## src/rtl/mdio_pkg.sv

```systemverilog
package mdio_pkg;
  localparam int ADDR_W = 5;
  localparam int DATA_W = 16;

  typedef enum logic [2:0] {
    F_IDLE, F_PRE, F_HDR, F_RTA, F_RDATA, F_FLUSH, F_TAIL
  } frm_st_e;

  typedef enum logic [1:0] {
    E_IDLE, E_LOW, E_HIGH
  } eng_st_e;
endpackage

```

## src/rtl/mdio_sync.sv

```systemverilog
module mdio_sync #(
  parameter int STAGES = 2
) (
  input  logic clk_i,
  input  logic rst_ni,
  input  logic d_i,
  output logic q_o
);
  logic [STAGES-1:0] sr_q;

  // reset to 1: released line idles high
  always_ff @(posedge clk_i or negedge rst_ni) begin
    if (!rst_ni) sr_q <= '1;
    else         sr_q <= {sr_q[STAGES-2:0], d_i};
  end

  assign q_o = sr_q[STAGES-1];
endmodule

```

## src/rtl/mdio_bit_timer.sv

```systemverilog
module mdio_bit_timer
  import mdio_pkg::*;
#(
  parameter int HALF_CYC    = 63,
  parameter int RD_HIGH_CYC = 88
) (
  input  logic clk_i,
  input  logic rst_ni,
  input  logic go_i,
  input  logic rx_i,
  input  logic sample_i,
  output logic idle_o,
  output logic mdc_o,
  output logic done_o,
  output logic bit_o
);
  localparam int MAX_C = (HALF_CYC > RD_HIGH_CYC) ? HALF_CYC : RD_HIGH_CYC;
  localparam int CNT_W = $clog2(MAX_C + 1);
  localparam int MON_W = CNT_W + 1;

  eng_st_e          st_q;
  logic [CNT_W-1:0] cnt_q;
  logic             rx_q;

  always_ff @(posedge clk_i or negedge rst_ni) begin
    if (!rst_ni) begin
      st_q   <= E_IDLE;
      cnt_q  <= '0;
      rx_q   <= 1'b0;
      mdc_o  <= 1'b0;
      done_o <= 1'b0;
      bit_o  <= 1'b0;
    end else begin
      done_o <= 1'b0;
      case (st_q)
        E_IDLE: if (go_i) begin
          st_q  <= E_LOW;
          cnt_q <= CNT_W'(HALF_CYC - 1);
          rx_q  <= rx_i;
        end
        E_LOW: if (cnt_q == '0) begin
          st_q  <= E_HIGH;
          mdc_o <= 1'b1;
          cnt_q <= rx_q ? CNT_W'(RD_HIGH_CYC - 1) : CNT_W'(HALF_CYC - 1);
        end else cnt_q <= cnt_q - 1'b1;
        E_HIGH: if (cnt_q == '0) begin
          st_q   <= E_IDLE;
          mdc_o  <= 1'b0;
          done_o <= 1'b1;
          bit_o  <= sample_i;  // sample as MDC falls
        end else cnt_q <= cnt_q - 1'b1;
        default: st_q <= E_IDLE;
      endcase
    end
  end

  assign idle_o = (st_q == E_IDLE);

  // phase-length monitors for assertions
  logic [MON_W-1:0] lo_len_q, hi_len_q;
  always_ff @(posedge clk_i or negedge rst_ni) begin
    if (!rst_ni) begin
      lo_len_q <= '0;
      hi_len_q <= '0;
    end else begin
      if (mdc_o) lo_len_q <= '0;
      else if (lo_len_q != '1) lo_len_q <= lo_len_q + 1'b1;
      if (!mdc_o) hi_len_q <= '0;
      else if (hi_len_q != '1) hi_len_q <= hi_len_q + 1'b1;
    end
  end

  p_low_min_r7: assert property (@(posedge clk_i) disable iff (!rst_ni)
    $rose(mdc_o) |-> int'(lo_len_q) >= HALF_CYC);

  p_high_len_r7: assert property (@(posedge clk_i) disable iff (!rst_ni)
    $fell(mdc_o) |-> int'(hi_len_q) == (rx_q ? RD_HIGH_CYC : HALF_CYC));

  p_done_on_fall_r7: assert property (@(posedge clk_i) disable iff (!rst_ni)
    done_o |-> $fell(mdc_o));
endmodule

```

## src/rtl/mdio_master.sv

```systemverilog
module mdio_master
  import mdio_pkg::*;
#(
  parameter int HALF_CYC    = 63,
  parameter int RD_HIGH_CYC = 88,
  parameter int PRE_LEN     = 32,
  parameter int FLUSH_LEN   = 32
) (
  input  logic              clk_i,
  input  logic              rst_ni,
  input  logic              start_i,
  input  logic              rd_i,
  input  logic [ADDR_W-1:0] phy_addr_i,
  input  logic [ADDR_W-1:0] reg_addr_i,
  input  logic [DATA_W-1:0] wdata_i,
  output logic              busy_o,
  output logic              done_o,
  output logic [DATA_W-1:0] rdata_o,
  output logic              err_o,
  output logic              mdc_o,
  output logic              mdio_o,
  output logic              mdio_oe_o,
  input  logic              mdio_i
);
  localparam int RD_HDR_LEN = 4 + 2 * ADDR_W;
  localparam int FRAME_W    = RD_HDR_LEN + 2 + DATA_W;
  localparam int MAX_A      = (PRE_LEN > FRAME_W) ? PRE_LEN : FRAME_W;
  localparam int MAX_LEN    = (MAX_A > FLUSH_LEN) ? MAX_A : FLUSH_LEN;
  localparam int CNT_W      = $clog2(MAX_LEN + 1);

  frm_st_e            st_q;
  logic [CNT_W-1:0]   cnt_q;
  logic [FRAME_W-1:0] tx_sr_q;
  logic [DATA_W-1:0]  rx_sr_q;
  logic               rd_q;
  logic               mdi_s;
  logic               eng_idle, bit_done, bit_s;
  logic               issue, issue_rx, issue_val;

  mdio_sync #(.STAGES(2)) u_sync (
    .clk_i (clk_i),
    .rst_ni(rst_ni),
    .d_i   (mdio_i),
    .q_o   (mdi_s)
  );

  mdio_bit_timer #(.HALF_CYC(HALF_CYC), .RD_HIGH_CYC(RD_HIGH_CYC)) u_timer (
    .clk_i   (clk_i),
    .rst_ni  (rst_ni),
    .go_i    (issue),
    .rx_i    (issue_rx),
    .sample_i(mdi_s),
    .idle_o  (eng_idle),
    .mdc_o   (mdc_o),
    .done_o  (bit_done),
    .bit_o   (bit_s)
  );

  always_comb begin
    issue     = (st_q != F_IDLE) && eng_idle && !bit_done;
    issue_rx  = (st_q == F_RTA) || (st_q == F_RDATA) ||
                (st_q == F_FLUSH) || (st_q == F_TAIL);
    issue_val = (st_q == F_HDR) ? tx_sr_q[FRAME_W-1] : 1'b1;
  end

  // line drivers change only when a new bit starts, MDC low
  always_ff @(posedge clk_i or negedge rst_ni) begin
    if (!rst_ni) begin
      mdio_o    <= 1'b1;
      mdio_oe_o <= 1'b0;
    end else if (issue) begin
      mdio_o    <= issue_val;
      mdio_oe_o <= !issue_rx;
    end
  end

  always_ff @(posedge clk_i or negedge rst_ni) begin
    if (!rst_ni) begin
      st_q    <= F_IDLE;
      cnt_q   <= '0;
      tx_sr_q <= '0;
      rx_sr_q <= '0;
      rd_q    <= 1'b0;
      done_o  <= 1'b0;
      rdata_o <= '0;
      err_o   <= 1'b0;
    end else begin
      done_o <= 1'b0;
      if (st_q == F_IDLE) begin
        if (start_i) begin
          st_q    <= F_PRE;
          cnt_q   <= CNT_W'(PRE_LEN - 1);
          rd_q    <= rd_i;
          tx_sr_q <= {2'b01, rd_i ? 2'b10 : 2'b01, phy_addr_i, reg_addr_i,
                      2'b10, wdata_i};
          rx_sr_q <= '0;
          rdata_o <= '0;
          err_o   <= 1'b0;
        end
      end else if (bit_done) begin
        case (st_q)
          F_PRE: if (cnt_q == '0) begin
            st_q  <= F_HDR;
            cnt_q <= rd_q ? CNT_W'(RD_HDR_LEN - 1) : CNT_W'(FRAME_W - 1);
          end else cnt_q <= cnt_q - 1'b1;
          F_HDR: begin
            tx_sr_q <= {tx_sr_q[FRAME_W-2:0], 1'b0};
            if (cnt_q == '0) st_q <= rd_q ? F_RTA : F_TAIL;
            else             cnt_q <= cnt_q - 1'b1;
          end
          F_RTA: if (bit_s) begin
            st_q  <= F_FLUSH;
            cnt_q <= CNT_W'(FLUSH_LEN - 1);
          end else begin
            st_q  <= F_RDATA;
            cnt_q <= CNT_W'(DATA_W - 1);
          end
          F_RDATA: begin
            rx_sr_q <= {rx_sr_q[DATA_W-2:0], bit_s};
            if (cnt_q == '0) st_q <= F_TAIL;
            else             cnt_q <= cnt_q - 1'b1;
          end
          F_FLUSH: if (cnt_q == '0) begin
            st_q    <= F_IDLE;
            done_o  <= 1'b1;
            rdata_o <= '1;
            err_o   <= 1'b1;
          end else cnt_q <= cnt_q - 1'b1;
          F_TAIL: begin
            st_q   <= F_IDLE;
            done_o <= 1'b1;
            if (rd_q) rdata_o <= rx_sr_q;
          end
          default: st_q <= F_IDLE;
        endcase
      end
    end
  end

  assign busy_o = (st_q != F_IDLE);

  p_line_stable_r7: assert property (@(posedge clk_i) disable iff (!rst_ni)
    (mdc_o && $past(mdc_o)) |-> ($stable(mdio_o) && $stable(mdio_oe_o)));

  p_preamble_ones_r1: assert property (@(posedge clk_i) disable iff (!rst_ni)
    (mdc_o && st_q == F_PRE) |-> (mdio_oe_o && mdio_o));

  p_rx_released_r4: assert property (@(posedge clk_i) disable iff (!rst_ni)
    (mdc_o && (st_q == F_RTA || st_q == F_RDATA || st_q == F_FLUSH ||
               st_q == F_TAIL)) |-> !mdio_oe_o);

  p_err_all_ones_r5: assert property (@(posedge clk_i) disable iff (!rst_ni)
    err_o |-> (rdata_o == '1));

  p_req_locked_r8: assert property (@(posedge clk_i) disable iff (!rst_ni)
    (busy_o && $past(busy_o)) |-> $stable(rd_q));

  p_done_pulse_r9: assert property (@(posedge clk_i) disable iff (!rst_ni)
    done_o |=> !done_o);

  p_done_busy_fall_r9: assert property (@(posedge clk_i) disable iff (!rst_ni)
    done_o |-> (!busy_o && $fell(busy_o)));

  p_idle_quiet_r9: assert property (@(posedge clk_i) disable iff (!rst_ni)
    !busy_o |-> (!mdc_o && !mdio_oe_o));
endmodule

```

## config.mk

```make
export PLATFORM = sky130hd
export DESIGN_NAME = mdio_master
export DESIGN_NICKNAME = d
export VERILOG_FILES = /design/src/rtl/mdio_pkg.sv /design/src/rtl/mdio_sync.sv /design/src/rtl/mdio_bit_timer.sv /design/src/rtl/mdio_master.sv
export SDC_FILE = /design/constraint.sdc
export NUM_CORES = 1
export LEC_CHECK = 0
export BUFFER_PORTS_ARGS = -buffer_cell sky130_fd_sc_hd__buf_2
export CAP_MARGIN = 25
export CELL_PAD_IN_SITES_DETAIL_PLACEMENT = 1
export CELL_PAD_IN_SITES_GLOBAL_PLACEMENT = 2
export CORE_MARGIN = 10
export CORE_UTILIZATION = 30
export CTS_CLUSTER_DIAMETER = 200
export CTS_CLUSTER_SIZE = 8
export DETAILED_ROUTE_END_ITERATION = 8
export PLACE_DENSITY_LB_ADDON = 0.1
export SYNTH_ARGS = -nofsm -noshare
export SYNTH_HDL_FRONTEND = slang
export SYNTH_SLANG_ARGS = --single-unit
```

## constraint.sdc

```tcl
create_clock -name clk_i -period 3.2 [get_ports clk_i]
set_input_delay 0.64 -clock clk_i [delete_from_list [all_inputs] [get_ports clk_i]]
set_output_delay 0.64 -clock clk_i [all_outputs]
set_load 0.05 [all_outputs]
```

Yosys cells after proc, flatten, opt, wreduce, memory -nomap -nowiden:

Cells that the tools add are included.

* add/sub/neg operators: 2
* equal/unequal tests: 19
* muxes and demuxes: 56
* reductions and logical operators: 34

Operators by type and width (count)
* two-way mux 16 bit: 8
* two-way mux 32 bit: 4
* one-hot mux 16 bit (2 select lines): 1
* two-way mux 6 bit: 5
* two-way mux 7 bit: 4
* two-way mux 3 bit: 8
* one-hot mux 7 bit (3 select lines): 1
* one-hot mux 6 bit (3 select lines): 1
* one-hot mux 3 bit (5 select lines): 1
* AND reduction 3 bit: 5
* two-way mux 1 bit: 14
* nonzero test 2 bit: 6
* two-way mux 5 bit: 2
* equality test 3 bit (second input constant): 3
* inequality test 3 x 1 -> 1 bit (second input constant): 3
* nonzero test 3 bit: 3
* two-way mux 2 bit: 4
* AND reduction 4 bit: 2
* logical NOT 7 bit: 1
* subtractor 7 x 1 -> 7 bit (second input constant): 1
* equality test 3 x 2 -> 1 bit (second input constant): 2
* logical NOT 6 bit: 1
* inequality test 2 x 1 -> 1 bit (second input constant): 3
* inequality test 3 bit (second input constant): 2
* other kinds (18): 26

* register bits after elaboration: 93
* input port bits: 31
* output and inout port bits: 22
* logic and storage cells: 128

Logic depth before layout (Yosys ltp):

* depth after elaboration: 5
* depth in mapped cells: 8

By module:

A second synthesis with hierarchy kept.

* cells, all modules: 469
* area total of the unflattened synthesis: 4536.9 um^2

By module, submodules not included
* mdio_master: instances 1, cells an instance 383, area an instance 3667.3 um^2, seq. area each 1953.1 um^2
* mdio_bit_timer: instances 1, cells an instance 84, area an instance 817.0 um^2, seq. area each 325.3 um^2
* mdio_sync: instances 1, cells an instance 2, area an instance 52.6 um^2, seq. area each 52.6 um^2

Least setup slack after synthesis:

Ideal clock, no wire load.

* path kind: register to output
* start: register st_q[1]
* end: output busy_o
* arrival time: 1412 ps
* required time: 2560 ps
* slack: 1148 ps
* cell stages (with the launch flop): 5
* buffers on the path: 2
* path through: dfrtp_1 > clkbuf_1 > nor3_1 > clkinv_1 > clkbuf_1

* longest elaborated chain between the ends: 1

Ends and longest elaborated chain
* start: declaration: line mdio_master.sv:31 `frm_st_e st_q;`
* start signal: assignment: line mdio_master.sv:108 `if (cnt_q == '0) st_q <= rd_q ? F_RTA : F_TAIL;`
* nonzero test 3 bit: line mdio_master.sv:140 `assign busy_o = (st_q != F_IDLE);`
* end: declaration: line mdio_master.sv:16 `output logic busy_o,`

No other way between the ends.

Final worst setup path:

* start: register st_q[2]
* end: output busy_o

The elaborated chain is that of the path after synthesis.

==> impl_results.md <==
* Relative slew slack at between 50 and 60%
* Max-slew violations at 0
* Register cell area after layout at approximately 0.0023 mm2
* CTS tree: built
* GP Congestion at 0.795
* Max H-tree Level at 3
* First drt pass iteration count at 4
* Fin nets at approximately 580
* Chip height at 145 um
* Fraction of registers with async set/reset at 100%
* Combinational share of power at roughly 36%
* Mux cell area share after synthesis at between 4 and 5%
* CP max FO at 19
* Die area at 0.0211 mm2
* Initial core utilization at 30.8%
* Least-Margin Pin Slew at 708 ps
* Initial antenna violation count at 1
* Hold buffers post-CTS at 0
* Clock tree root buffer cell: clkbuf_16
* I/O pins at 53
* CTS resizes at 0
* Setup slack after layout at between 700 and 800 ps
* WP data required at 2560 ps
* Hold_ws at 223 ps
* Clock Latency Late Sink at about 350 ps
* Xor and xnor area share after synthesis at 0.186%
* Post-synthesis sequential area ratio at about half
* First-pass GRT wire length at 21800 um
* Sw frac at 41.5%
* Sequential Power Share at 41.0%
* Fin area at 0.00546 mm2
* Max-Cap Viols at 0
* CP Capture Type: primary output
* Post-synth net total at 540
* Data arrival time of the critical path at 1850 ps
* Syn Inst Count at 500
* Drt first-iter violations at 243
* Avg Cell Area, Syn at 9.43 um2
* Distinct cells, synth at 58
* Primary FF master, synth: dfrtp_1
* Final WL at 12700 um
* EDFF count, synth at 0
* Clock power share at 22.8%
* RSZ-0062 raised after global routing: false
* Largest net degree at the start of global routing at 64
* Total CTS buffers at 9
* Fillers at between 1500 and 2000
* Vias at 3851
* Largest family of logic cells by synthesized area: compound AO/OA/AOI/OAI gates
* Antenna cell count at 0
* Final setup vio count at 0
* Share of layout cells above drive strength 1 at ~17%
* Area Growth Syn to Fin at 15.9%
* Status: complete, no violations
* Post-CTS Setup Inserts at 0
* Clock-pin slew on the worst setup and hold paths at 70 ps
* Leak pwr at between 2 and 3 nW
* Vias in the first global route at 4066
* Clock sinks at slightly above 90
* Setup_tns at 0 ps
* Most frequent cells in the layout: dfrtp_1, nand2_1, buf_2
* Internal power at 0.00263 W
* Worst clock skew at 8.97 ps
* Warnings, synthesis at 0
* Worst-case clock buffer depth at 2
* GRT Overall Usage at 12.3%
* Psw at 0.00187 W
* Multi-input logic area at 0.00209 mm2
* Period utilization at 77.8%
* Nature of the critical path startpoint: flop
* ANT nets after route at 0
* IO buf count at 52
* Commonest non-fill, non-tap cell in the layout: dfrtp_1
* Post-detail-place hpwl at around 9000 um
* Min-Delay Path Class: in -> async
* CP Class: reg -> out
* Worst vdd ir at 274 uV
* Row cnt at 45
* Dpl cell area at 0.00516 mm2
* Compound-Gate Fraction of Synth Area at between 10% and 20%
* Post-Synth Adder-Cell Area at 2.39%
* Final hold violations at 0
* Pre-CTS WS at 804 ps
* Post-Synth Simple-Gate Area at 17.8%
* Fin crit period at about 2500 ps
* Synth Cell Area at about 0.0047 mm2
* Cell Pwr Density at ~820 mW/mm2
* Avg WL per Cell at approximately 17 um
* DIE WIDTH at 145 um
* Via/cell ratio at between 5 and 6
* Peak Freq at about 0.40 GHz
* GR Overflow Total at 0
* Core area at roughly 0.015 mm2
* # DRC at 0
* Seq cells post-synth at 93
[sequential cells by signal, summed over array words and instances, names as in the netlist, 2 cells and up]
register       cells
tx_sr_q           32
rdata_o           16
rx_sr_q           16
u_timer.cnt_q      7
cnt_q              6
st_q               3
u_sync.sr_q        2
u_timer.st_q       2
[per-layer routing]
metal	wire length, um	global-route usage, %	up-vias
met5	13	0	-
met4	148	3.94	2
li1	-	-	1853
met3	405	2.33	14
met1	6450	16.6	1926
met2	5670	19.3	56
[worst paths after layout]
path | startpoint | endpoint | slack [ps] | cells after the start
worst max-delay path | st_q[2]$_DFFE_PN0P_ | busy_o | 710 | 4
worst min-delay path | rst_ni | rdata_o[14]$_DFFE_PN0P_ | 220 | 1
worst max register to register | st_q[1]$_DFFE_PN0P_ | tx_sr_q[12]$_DFFE_PN0P_ | 900 | 6
worst min register to register | u_sync.sr_q[0]$_DFF_PN1_ | u_sync.sr_q[1]$_DFF_PN1_ | 360 | 0
max in group asynchronous | rst_ni | mdio_o$_DFFE_PN1P_ | 2240 | 2
min in group clk_i | u_sync.sr_q[0]$_DFF_PN1_ | u_sync.sr_q[1]$_DFF_PN1_ | 360 | 0
[cell usage after synthesis, types with 8 or more instances]
cell       n  area (um2)
buf_2      8        40.0
a31oi_1   32         200
a21oi_1   21         105
inv_1     37         139
nand2_1   72         270
mux2i_1   16         160
ha_1       9         113
nand3_1    8        40.0
a22o_1    17         149
o21ai_0   28         140
clkbuf_1  17        63.8
nor2_1    47         176
dfrtp_1   90        2250
[power by group through the flow]
stage | Sequential [W] | Combinational, W | Clock (W)
after floorplan | 0.00217 | 0.000910 | 0
after global placement | 0.00186 | 0.00162 | 0
after detailed placement | 0.00187 | 0.00166 | 0
after CTS | 0.00185 | 0.00166 | 0.00107
after global routing | 0.00191 | 0.00182 | 0.00112
final | 0.00185 | 0.00163 | 0.00103
[metrics by stage]
step | util [%] | total power (W) | cells
finish | 35.7 | 0.00451 | 757
global route | 35.7 | 0.00486 | 757
CTS | 35.5 | 0.00458 | 756
detailed placement | 33.7 | 0.00353 | 740
global placement | 33.7 | 0.00348 | 740
floorplan | - | 0.00308 | 500
[cell families (layout without fill, tap and decap cells)]
group | Yosys count | in the layout
and+or+nand+nor | 174 | 174
AOI/OAI and AO/OA | 136 | 136
xor gates and xnor gates | 1 | 1
muxes | 19 | 19
buffers and inverters | 68 | 114
DFF | 93 | 93
adders and majority gates | 9 | 9
[layout make-up]
cell class | instances | share of cell area (%)
clock inverter | 5 | 0.664
multi-input combinational | 339 | 38.3
tap | 211 | 4.83
clock buffer | 11 | 4.44
inverter | 38 | 2.61
timing repair buffer | 60 | 6.50
sequential | 93 | 42.7
[critical path: stages, from the launching register on]
cell,delay [ps]
dfrtp_1,600
nor3_2,290
buf_4,260
clkinv_1,120
buf_2,230
Note: power is estimated with default switching activity, not from simulation.
